`src/rtl/lfsr_mstep_pkg.sv`:
```
package lfsr_mstep_pkg;

  // Widest register length the tap helpers support
  localparam int unsigned MAX_LEN = 64;

  typedef logic [MAX_LEN-1:0] lfsr_vec_t;

  // Mask that keeps the low len bits
  function automatic lfsr_vec_t low_mask(int unsigned len);
    lfsr_vec_t m;
    for (int unsigned i = 0; i < MAX_LEN; i++) begin
      m[i] = (i < len);
    end
    return m;
  endfunction

  // Next look-ahead tap vector: shift up, fold the feedback back in
  function automatic lfsr_vec_t advance_tapv(lfsr_vec_t prev, lfsr_vec_t taps,
                                             int unsigned len);
    lfsr_vec_t nv;
    nv = prev << 1;
    if (prev[len-1]) begin
      nv = nv ^ taps;
    end
    return nv & low_mask(len);
  endfunction

endpackage

```
`src/rtl/lfsr_lookahead.sv`:
```
module lfsr_lookahead
  import lfsr_mstep_pkg::*;
#(
  parameter int unsigned          LN   = 5,
  parameter int unsigned          WS   = 8,
  parameter logic [LN-1:0]        TAPS = 5'b00101,
  localparam int unsigned         SW   = LN + WS - 1
) (
  input  logic [LN-1:0] win,
  output logic [SW-1:0] nxt
);

  // Tap vector k, rebuilt from TAPS during elaboration
  function automatic lfsr_vec_t tapv_at(int unsigned k);
    lfsr_vec_t v;
    v = lfsr_vec_t'(TAPS);
    for (int unsigned i = 0; i < k; i++) begin
      v = advance_tapv(v, lfsr_vec_t'(TAPS), LN);
    end
    return v;
  endfunction

  // The bits that are already known simply move down
  assign nxt[LN-2:0] = win[LN-1:1];

  // Each new bit is the parity of the window under its own tap vector
  for (genvar k = 0; k < WS; k++) begin : g_new_bit
    localparam lfsr_vec_t TV = tapv_at(k);
    assign nxt[LN-1+k] = ^(win & TV[LN-1:0]);
  end

endmodule

```
`src/rtl/lfsr_state_reg.sv`:
```
module lfsr_state_reg #(
  parameter int unsigned    SW      = 12,
  parameter logic [SW-1:0]  RST_VAL = '1
) (
  input  logic          clk,
  input  logic          rst,
  input  logic          en,
  input  logic [SW-1:0] d,
  output logic [SW-1:0] q
);

  always_ff @(posedge clk) begin
    if (rst) begin
      q <= RST_VAL;
    end else if (en) begin
      q <= d;
    end
  end

endmodule

```
`src/rtl/lfsr_mstep.sv`:
```
module lfsr_mstep #(
  parameter int unsigned   LN   = 5,
  parameter logic [LN-1:0] TAPS = 5'b00101,
  parameter logic [LN-1:0] FILL = 5'b00001,
  parameter int unsigned   WS   = 8
) (
  input  logic          i_clk,
  input  logic          i_rst,
  input  logic          i_step,
  output logic [WS-1:0] o_word
);

  localparam int unsigned SW = LN + WS - 1;

  // Fill extended by WS-1 bits that obey the recurrence
  function automatic logic [SW-1:0] extend_fill();
    logic [SW-1:0] r;
    r          = '0;
    r[LN-1:0]  = FILL;
    for (int j = 0; j < int'(WS) - 1; j++) begin
      r[LN+j] = ^(r[j +: LN] & TAPS);
    end
    return r;
  endfunction

  localparam logic [SW-1:0] RST_VAL = extend_fill();

  if (LN < 2 || LN > 64 || WS < 1) begin : g_bad_size
    $error("lfsr_mstep: LN must be 2..64 and WS at least 1");
  end
  if (FILL == '0 || TAPS == '0) begin : g_bad_fill
    $error("lfsr_mstep: FILL and TAPS must be nonzero");
  end

  logic [SW-1:0] state_q;
  logic [SW-1:0] state_d;

  lfsr_lookahead #(
    .LN   (LN),
    .WS   (WS),
    .TAPS (TAPS)
  ) u_ahead (
    .win (state_q[SW-1:WS-1]),
    .nxt (state_d)
  );

  lfsr_state_reg #(
    .SW      (SW),
    .RST_VAL (RST_VAL)
  ) u_state (
    .clk (i_clk),
    .rst (i_rst),
    .en  (i_step),
    .d   (state_d),
    .q   (state_q)
  );

  assign o_word = state_q[WS-1:0];

endmodule

```
`config.mk`:
```
export PLATFORM = sky130hd
export DESIGN_NAME = lfsr_mstep
export DESIGN_NICKNAME = d
export VERILOG_FILES = /design/src/rtl/lfsr_mstep_pkg.sv /design/src/rtl/lfsr_lookahead.sv /design/src/rtl/lfsr_state_reg.sv /design/src/rtl/lfsr_mstep.sv
export SDC_FILE = /design/constraint.sdc
export NUM_CORES = 1
export LEC_CHECK = 0
export ABC_AREA = 1
export BUFFER_PORTS_ARGS = -buffer_cell sky130_fd_sc_hd__buf_2
export CAP_MARGIN = 10
export CORE_AREA = 2 2 39 41
export CTS_CLUSTER_DIAMETER = 80
export DETAILED_ROUTE_END_ITERATION = 7
export DIE_AREA = 0 0 41 43
export SETUP_SLACK_MARGIN = 0.15
export SLEW_MARGIN = 20
export SYNTH_ARGS = -nofsm -noshare
export SYNTH_HDL_FRONTEND = slang
export SYNTH_SLANG_ARGS = --single-unit
```
`constraint.sdc`:
```
create_clock -name i_clk -period 0.84 [get_ports i_clk]
set_input_delay 0.168 -clock i_clk [delete_from_list [all_inputs] [get_ports i_clk]]
set_output_delay 0.168 -clock i_clk [all_outputs]
set_load 0.01 [all_outputs]
```
==> out/results.tsv, run 1 <==
stage	metric	value	unit
cells_and_area	fin_nets	102	
synth	yosysTopAreaCellShare	45.8	%
run	drv_cap	0	
pwr	ir_drop	0.967	mV
critical_path	crit_chain	buf_6	
timing	setup_viol	14	
die	start_util	37.9	%
synth	synth_seq_cells	12	
clock_network	clock_latency	270	ps
critical_path	worstPathArrival	750	ps
critical_path	startpoint	u_state.q[7]	
status	status	complete, but fails checks	
synth	yosysWarnings	0	
global_route	grt_max_degree	11	
die	row_count	14	
critical_path	critPathTopFamily	flip-flops	
critical_path	critPathRequiredTime	670	ps
routing	ant_nets	0	
timing	finalHoldViolCount	0	
cells_and_area	final_area	911	um^2
synth	syn_area_per_cell	6.99	um^2
critical_path	crit_fanout	4	
cells_and_area	top_regs	u_state.q: 12 flops	
routing	wl_per_cell	13.5	um
synth	netlist_area	524	um^2
clock_network	root_buffer	clkbuf_4	
routing	first_pass_iters	5	
placed_design	gp_congestion	0.904	
routing	via_per_inst	4.99	
die	die-area	1760	um^2
synth	synthCells	75	
cells_and_area	diodes	0	
timing	skew	5.62	ps
routing	dr_total_vias	569	
pwr	powerDensity	1700	nW/um^2
timing	final.min_clock_period	921	ps
critical_path	r2r-start	u_state.q[7]	
timing	worst_pin_slew	223	ps
critical_path	critical_path.endpoint_type	primary output	
timing	maxSlewViolCount	0	
global_route	grt_pass1_vias	584	
synth	syn_nets	78	
critical_path	worst-r2r-setup-slack	-40	ps
global_route	grt_usage	20.6	%
critical_path	worst-path-buf-inv	1	
cells_and_area	n_fill_cell	109	
placed_design	dp_hpwl	918	um
clock_network	cts_inserted_buffers	3	
pwr	power	1.55	mW
timing	timing.hold.ws	201	ps
critical_path	r2r_end	u_state.q[10]	
placed_design	dpl-instance-area	646	um^2
timing	fmax	1090	MHz
hold_path	hold_class	in -> reg	
cells_and_area	fin_util	65.8	%
clock_network	clkTransAtPathRegs	80	ps
global_route	grt_pass1_wl	2460	um
critical_path	crit_cells	1	
critical_path	endpoint	o_word[7]	
cells_and_area	layout-drive-gt1-share	64.3	%
status	violations	setup timing	
critical_path	r2r_cells	5	
clock_network	htreeDepth	1	
cells_and_area	largest_reg_flops	12	
routing	drt_iter0_drc	19	
critical_path	crit_path_max_incr_delay	360	ps
clock_network	cts_max_path_buffers	2	
cells_and_area	regMostFlops	u_state.q	
timing	fin_ws	-81.0	ps
routing	routed_wl	1540	um
clock_network	cts_tree	done	
die	die_y	43	um
global_route	antenna_found_initial	0	
die	core	1380	um^2
global_route	overflow	0	
synth	seq_area_frac_synth	45.8	%
cells_and_area	syn_to_final_growth	73.7	%
routing	route.detailed.drc	0	
synth	yosysUniqueCellTypes	14	
critical_path	crit_type	reg -> out	
placed_design	numPortBuffers	10	
clock_network	cts.sinks	12	
cells_and_area	final_cell_mix	10 x nand2_1, 10 x nand2_4, 10 x buf_6	
critical_path	startpoint_type	register	
pwr	p_leak	0.437	nW
synth	synthTopCellsByArea	dfxtp_1 46%, nand2_1 16%, nand3_1 7.6%	
die	die_w	41	um
timing	grt_setup_unrepaired	yes	
timing	max_slew_margin	85.0	%
die	ioPinCount	11	
clock_network	ctsHoldBuffers	0	
synth	synth_top_area_cell	dfxtp_1	
timing	min_period_over_period	110	%
critical_path	critPathSlowestCell	dfxtp_4	
per-layer routing:
metal  track usage [%]  vias up  part of all wire (%)  wire (um)
met5                 0        -                     0          0
met4              11.3        0                  0.65         10
met3              3.14        2                   4.5         69
met2              33.4       20                    50        777
met1              24.2      256                    44        687
li1                  -      291                     -          -
area by class of cell:
type / count / area (um^2) / share of cell area [%]
inverters: 8 / 42.5 / 4.67
well taps: 16 / 20.0 / 2.20
flip-flops and latches: 12 / 268 / 29.4
clock buffers: 3 / 22.5 / 2.47
multi-input cells: 54 / 372 / 40.8
clock inverters: 1 / 3.75 / 0.412
repair buffers: 20 / 183 / 20.1
how the worst min path moves through the flow:
stage,from,end,slack [ps],cells past startpoint
2_1_floorplan,i_rst,u_state.q[4],240,1
3_3_place_gp,u_state.q[5],u_state.q[5],440,2
3_5_place_dp,u_state.q[5],u_state.q[5],450,2
4_1_cts,i_rst,u_state.q[4],190,3
5_1_grt,i_rst,u_state.q[4],210,3
6_report,i_rst,u_state.q[4],200,3
timing repair:
item                                   in CTS  in global routing
resized for setup                          32                 19
setup endpoints to repair                  17                 19
pin swaps                                  10                 10
endpoints found under the hold margin       0                  0
setup buffers                               3                  3
logic make-up (layout without fill, tap and decap cells):
kind of cell	after synthesis	after routing	share of synthesized area (%)
compound gates	11	11	11.5
buf+inv	9	32	7.16
flops	12	12	45.8
simple gates	43	43	35.6
Yosys cell counts:
cell and number:
nor2_1 7, nand2_1 23, o211ai_1 1, nor2_4 1, a211oi_1 1, buf_4 1, nand4_1 2, inv_2 1
inv_1 7, o21ai_0 3, a21oi_1 6, dfxtp_1 12, nor3_1 2, nand3_1 8
through the flow:
stage               instances  worst slack, ps  setup TNS (ps)
detailed placement        104            -42.3           -52.6
global placement          104            -44.5           -61.0
finish                    114            -81.0            -484
global route              114            -98.9            -906
CTS                       111            -87.4            -447
floorplan                  75             87.0               0
where the power goes:
| part | switching, mW | internal (mW) |
|---|---|---|
| sequential | 0.0829 | 0.632 |
| clock | 0.201 | 0.172 |
| combinational | 0.238 | 0.221 |
No activity file was read; power rests on OpenSTA's default activity.
==> run 2, diff against run 1 <==
CELL_PAD_IN_SITES_DETAIL_PLACEMENT = 1   (was not set)
CELL_PAD_IN_SITES_GLOBAL_PLACEMENT = 1   (was not set)
CORE_AREA = not set   (was 2 2 39 41)
CORE_UTILIZATION = 31   (was not set)
DIE_AREA = not set   (was 0 0 41 43)
PLACE_DENSITY_LB_ADDON = 0.1   (was not set)
==> out/results.tsv, run 2 (synthesized netlist as in run 1, its figures left out) <==
stage	metric	value	unit
cells_and_area	fin_nets	100	
cells_and_area	regMostFlops	u_state.q	
clock_network	htreeDepth	1	
die	die_y	43.1	um
clock_network	root_buffer	clkbuf_4	
routing	route.detailed.drc	0	
critical_path	worstPathArrival	750	ps
critical_path	worst-r2r-setup-slack	-50	ps
status	violations	setup timing	
critical_path	critPathSlowestCell	dfxtp_4	
pwr	powerDensity	1770	nW/um^2
hold_path	min_to	u_state.q[4]	
critical_path	critical_path.endpoint_type	primary output	
hold_path	min_from	i_rst	
cells_and_area	diodes	0	
critical_path	crit_fanout	2	
critical_path	r2r-start	u_state.q[7]	
cells_and_area	largest_reg_flops	12	
cells_and_area	top_regs	u_state.q: 12 flops	
cells_and_area	final_cells	112	
global_route	grt_max_degree	11	
hold_path	hold_path_depth	3	
critical_path	r2r_cells	6	
clock_network	cts_max_path_buffers	2	
routing	dr_total_vias	579	
critical_path	critPathTopFamily	flip-flops	
clock_network	clock_latency	280	ps
cells_and_area	final_cell_mix	12 x buf_6, 9 x nand2_1	
timing	setup-tns-final	-509	ps
placed_design	dp_hpwl	1050	um
timing	min_period_over_period	109	%
critical_path	startpoint_type	register	
placed_design	dpl-instance-area	638	um^2
placed_design	numPortBuffers	10	
die	start_util	34.0	%
cells_and_area	syn_to_final_growth	81.9	%
global_route	grt_usage	20.0	%
timing	timing.hold.ws	211	ps
global_route	grt_pass1_wl	2730	um
cells_and_area	final_common_cell	buf_6	
critical_path	crit_chain	buf_6	
routing	via_per_inst	5.17	
die	die-area	1860	um^2
timing	maxSlewViolCount	0	
timing	setup_viol	15	
clock_network	clkTransAtPathRegs	80	ps
hold_path	hold_class	in -> reg	
timing	max_slew_margin	79.1	%
die	ioPinCount	11	
critical_path	critPathRequiredTime	670	ps
cells_and_area	layout-drive-gt1-share	69.8	%
timing	worst_pin_slew	310	ps
status	status	complete, but fails checks	
placed_design	gp_congestion	0.764	
global_route	overflow	0	
routing	drt_iter0_drc	3	
die	core	1540	um^2
routing	first_pass_iters	3	
critical_path	r2r_end	u_state.q[10]	
pwr	ir_drop	1.30	mV
clock_network	ctsHoldBuffers	0	
clock_network	cts.sinks	12	
placed_design	dp_cells	103	
clock_network	cts_inserted_buffers	3	
timing	final.min_clock_period	914	ps
timing	fin_ws	-73.6	ps
timing	fmax	1090	MHz
cells_and_area	final_area	953	um^2
run	drv_cap	0	
timing	grt_setup_unrepaired	yes	
routing	wl_per_cell	16.2	um
critical_path	worst-path-buf-inv	1	
critical_path	crit_path_max_incr_delay	360	ps
global_route	grt_pass1_vias	619	
routing	ant_nets	0	
die	die_w	43.1	um
timing	finalHoldViolCount	0	
critical_path	crit_type	reg -> out	
die	row_count	14	
routing	routed_wl	1810	um
global_route	antenna_found_initial	0	
clock_network	cts_tree	done	
timing	skew	3.77	ps
pwr	p_leak	0.436	nW
==> run 2: area by class of cell <==
cell class	count	area (um^2)
sequential	12	268
fill	176	588
tap	16	20.0
timing repair buffer	18	188
inverter	8	57.6
clock buffer	4	36.3
multi-input combinational	54	384
==> run 2: tightest hold or removal path: cells and delay by family <==
family | cells | cell delay, ps
AO/OA/AOI/OAI | 1 | 50
buffers and inverters | 2 | 230
==> run 2: power breakdown <==
group          internal [mW]  switching [mW]
clock network          0.264           0.204
logic                  0.242           0.265
registers              0.632          0.0828
total                   1.14           0.551
==> run 2: worst max path at each step <==
stage,startpoint,end,cells after the start
3_3_place_gp,i_step,u_state.q[6],7
5_1_grt,u_state.q[7],o_word[7],1
2_1_floorplan,u_state.q[7],u_state.q[10],5
4_1_cts,u_state.q[7],o_word[7],1
6_report,u_state.q[7],o_word[7],1
3_5_place_dp,i_step,u_state.q[6],7
==> run 2: routing by layer <==
layer  global-route usage, %  part of all wire, %  vias to the layer above
met5                       0                    0                        -
met4                    5.45                 0.61                        0
met3                    6.38                  3.1                        2
met1                    22.9                   44                      274
met2                    35.2                   52                        9
li1                        -                    -                      294
==> run 2: through the flow <==
stage                     power, mW  utilization, %  setup WS [ps]
after floorplan               0.867               -           87.0
final                          1.69            61.9          -73.6
after CTS                      1.60            55.4          -80.4
after detailed placement      0.967            41.4          -33.2
after global placement        0.963            41.4          -52.1
after global routing           1.78            61.9           -102
==> run 2: what timing repair did <==
action                     in CTS  in global routing
pin swaps                       7                 11
setup buffers                   2                  3
gates resized for setup        42                 19
setup endpoints to repair      18                 19
==> run 3, diff against run 2 <==
CAP_MARGIN = not set   (was 10)
GPL_TIMING_DRIVEN = 0   (was not set)
SETUP_SLACK_MARGIN = not set   (was 0.15)
==> out/results.tsv, run 3 (synthesized netlist as in run 1, its figures left out) <==
stage	metric	value	unit
status	status	complete, but fails checks	
status	violations	setup timing	
timing	fin_ws	-89.4	ps
routing	routed_wl	1590	um
cells_and_area	fin_nets	96	
timing	max_slew_margin	83.8	%
clock_network	clkTransAtPathRegs	80	ps
placed_design	dp_cells	101	
critical_path	worst-path-buf-inv	1	
cells_and_area	syn_to_final_growth	61.6	%
die	die-area	1860	um^2
cells_and_area	top_regs	u_state.q: 12 flops	
routing	wl_met3	40	um
hold_path	hold_class	in -> reg	
critical_path	crit_fanout	2	
die	start_util	34.0	%
global_route	grt_usage	17.4	%
clock_network	htreeDepth	1	
cells_and_area	final_cell_mix	11 x nand2_1, 9 x buf_6, 7 x nor2_1, 7 x nand2_2, 7 x dfxtp_2	
critical_path	crit_type	reg -> out	
cells_and_area	multiInputGateArea	332	um^2
routing	met2RoutedLength	795	um
critical_path	critPathSlowestCell	dfxtp_4	
critical_path	startpoint_type	register	
critical_path	r2r_cells	6	
critical_path	worst-r2r-setup-slack	-30	ps
cells_and_area	regMostFlops	u_state.q	
routing	wl_met1	717	um
routing	route.detailed.drc	0	
pwr	ir_drop	0.932	mV
die	die_y	43.1	um
hold_path	min_to	u_state.q[4]	
timing	skew	4.93	ps
clock_network	cts.sinks	12	
cells_and_area	n_fill_cell	178	
critical_path	critPathTopFamily	flip-flops	
clock_network	ctsHoldBuffers	0	
critical_path	crit_chain	buf_6	
critical_path	critical_path.endpoint_type	primary output	
clock_network	root_buffer	clkbuf_4	
global_route	antenna_found_initial	0	
timing	grt_setup_unrepaired	yes	
die	ioPinCount	11	
routing	dr.max_layer_used	met4	
global_route	grt_pass1_wl	2350	um
critical_path	critPathRequiredTime	670	ps
clock_network	cts_max_path_buffers	2	
die	row_count	14	
pwr	p_leak	0.390	nW
die	core	1540	um^2
routing	first_pass_iters	3	
critical_path	startpoint	u_state.q[7]	
placed_design	numPortBuffers	10	
timing	maxSlewViolCount	0	
cells_and_area	largest_reg_flops	12	
critical_path	r2r-start	u_state.q[9]	
placed_design	gp_congestion	0.777	
timing	min_period_over_period	111	%
timing	worst_pin_slew	243	ps
hold_path	min_from	i_rst	
clock_network	cts_inserted_buffers	3	
cells_and_area	final_common_cell	nand2_1	
hold_path	hold_path_depth	2	
critical_path	crit_path_max_incr_delay	360	ps
pwr	powerDensity	1890	nW/um^2
routing	wl_per_cell	14.7	um
timing	finalHoldViolCount	0	
placed_design	dp_hpwl	943	um
clock_network	clock_latency	280	ps
critical_path	r2r_end	u_state.q[11]	
routing	ant_nets	0	
cells_and_area	fin_util	55.0	%
routing	drt_iter0_drc	5	
die	die_w	43.1	um
run	drv_cap	0	
global_route	overflow	0	
timing	setup_viol	12	
routing	dr_total_vias	564	
timing	final.min_clock_period	929	ps
cells_and_area	diodes	0	
cells_and_area	area.sequential	268	um^2
timing	fmax	1080	MHz
cells_and_area	layout-drive-gt1-share	58.7	%
cells_and_area	final_cells	108	
clock_network	cts_tree	done	
critical_path	worstPathArrival	760	ps
routing	via_per_inst	5.22	
global_route	grt_max_degree	11	
global_route	grt_pass1_vias	532	
==> run 3: cell types whose count changed in the layout (fill, tap and decap cells not counted), sizes merged <==
cell | before | now
buf | 18 | 14
clkinv | 1 | 0
inv | 7 | 8
==> run 3: metrics by stage <==
step	setup TNS, ps	area, um^2	worst slack, ps	total power [mW]	hold slack, ps
finish	-489	847	-89.4	1.60	150
global route	-959	847	-113	1.69	147
CTS	-460	758	-88.8	1.53	145
detailed placement	-718	596	-158	0.932	450
global placement	-645	596	-154	0.928	444
floorplan	0	526	9.11	0.844	237
==> run 3: worst max-delay path by stage <==
| stage | cells after the start | slack [ps] | endpoint |
|---|---|---|---|
| detailed placement | 5 | -160 | u_state.q[11] |
| CTS | 1 | -90 | o_word[7] |
| floorplan | 5 | 9 | u_state.q[11] |
| global placement | 5 | -150 | u_state.q[11] |
| global route | 1 | -110 | o_word[7] |
| finish | 1 | -90 | o_word[7] |
==> run 3: report_power, final <==
part	switching [mW]	leakage, nW	total (mW)	internal (mW)
Clock	0.217	0.0210	0.481	0.264
Sequential	0.0769	0.102	0.709	0.632
Combinational	0.216	0.266	0.414	0.198
Total	0.510	0.390	1.60	1.09
==> run 3: layer usage <==
layer / up-vias / global-route usage [%]
met4: 0 / 10.9
met1: 270 / 22.7
met2: 9 / 26.6
li1: 280 / -
met3: 5 / 2.55
met5: - / 0
==> run 3: what timing repair did <==
| item | CTS | global route |
|---|---|---|
| endpoints found under the setup margin | 16 | 16 |
| resized for setup | 34 | 26 |
| pin swaps | 0 | 3 |
| buffers inserted | 2 | 1 |
| cloned | 0 | 0 |
==> run 3: area by class of cell <==
cell class	instances	area share (%)
Inverter	8	5.32
Sequential cell	12	31.6
Multi-Input combinational cell	54	39.1
Tap cell	16	2.36
Clock buffer	4	4.28
Buffer	1	0.886
Timing Repair Buffer	13	16.4
==> run 3: worst register-to-register path: cells and delay by family (launching register included) <==
family,cells,cell delay (ps)
buf+inv,1,90
flops,1,400
simple gates,5,280
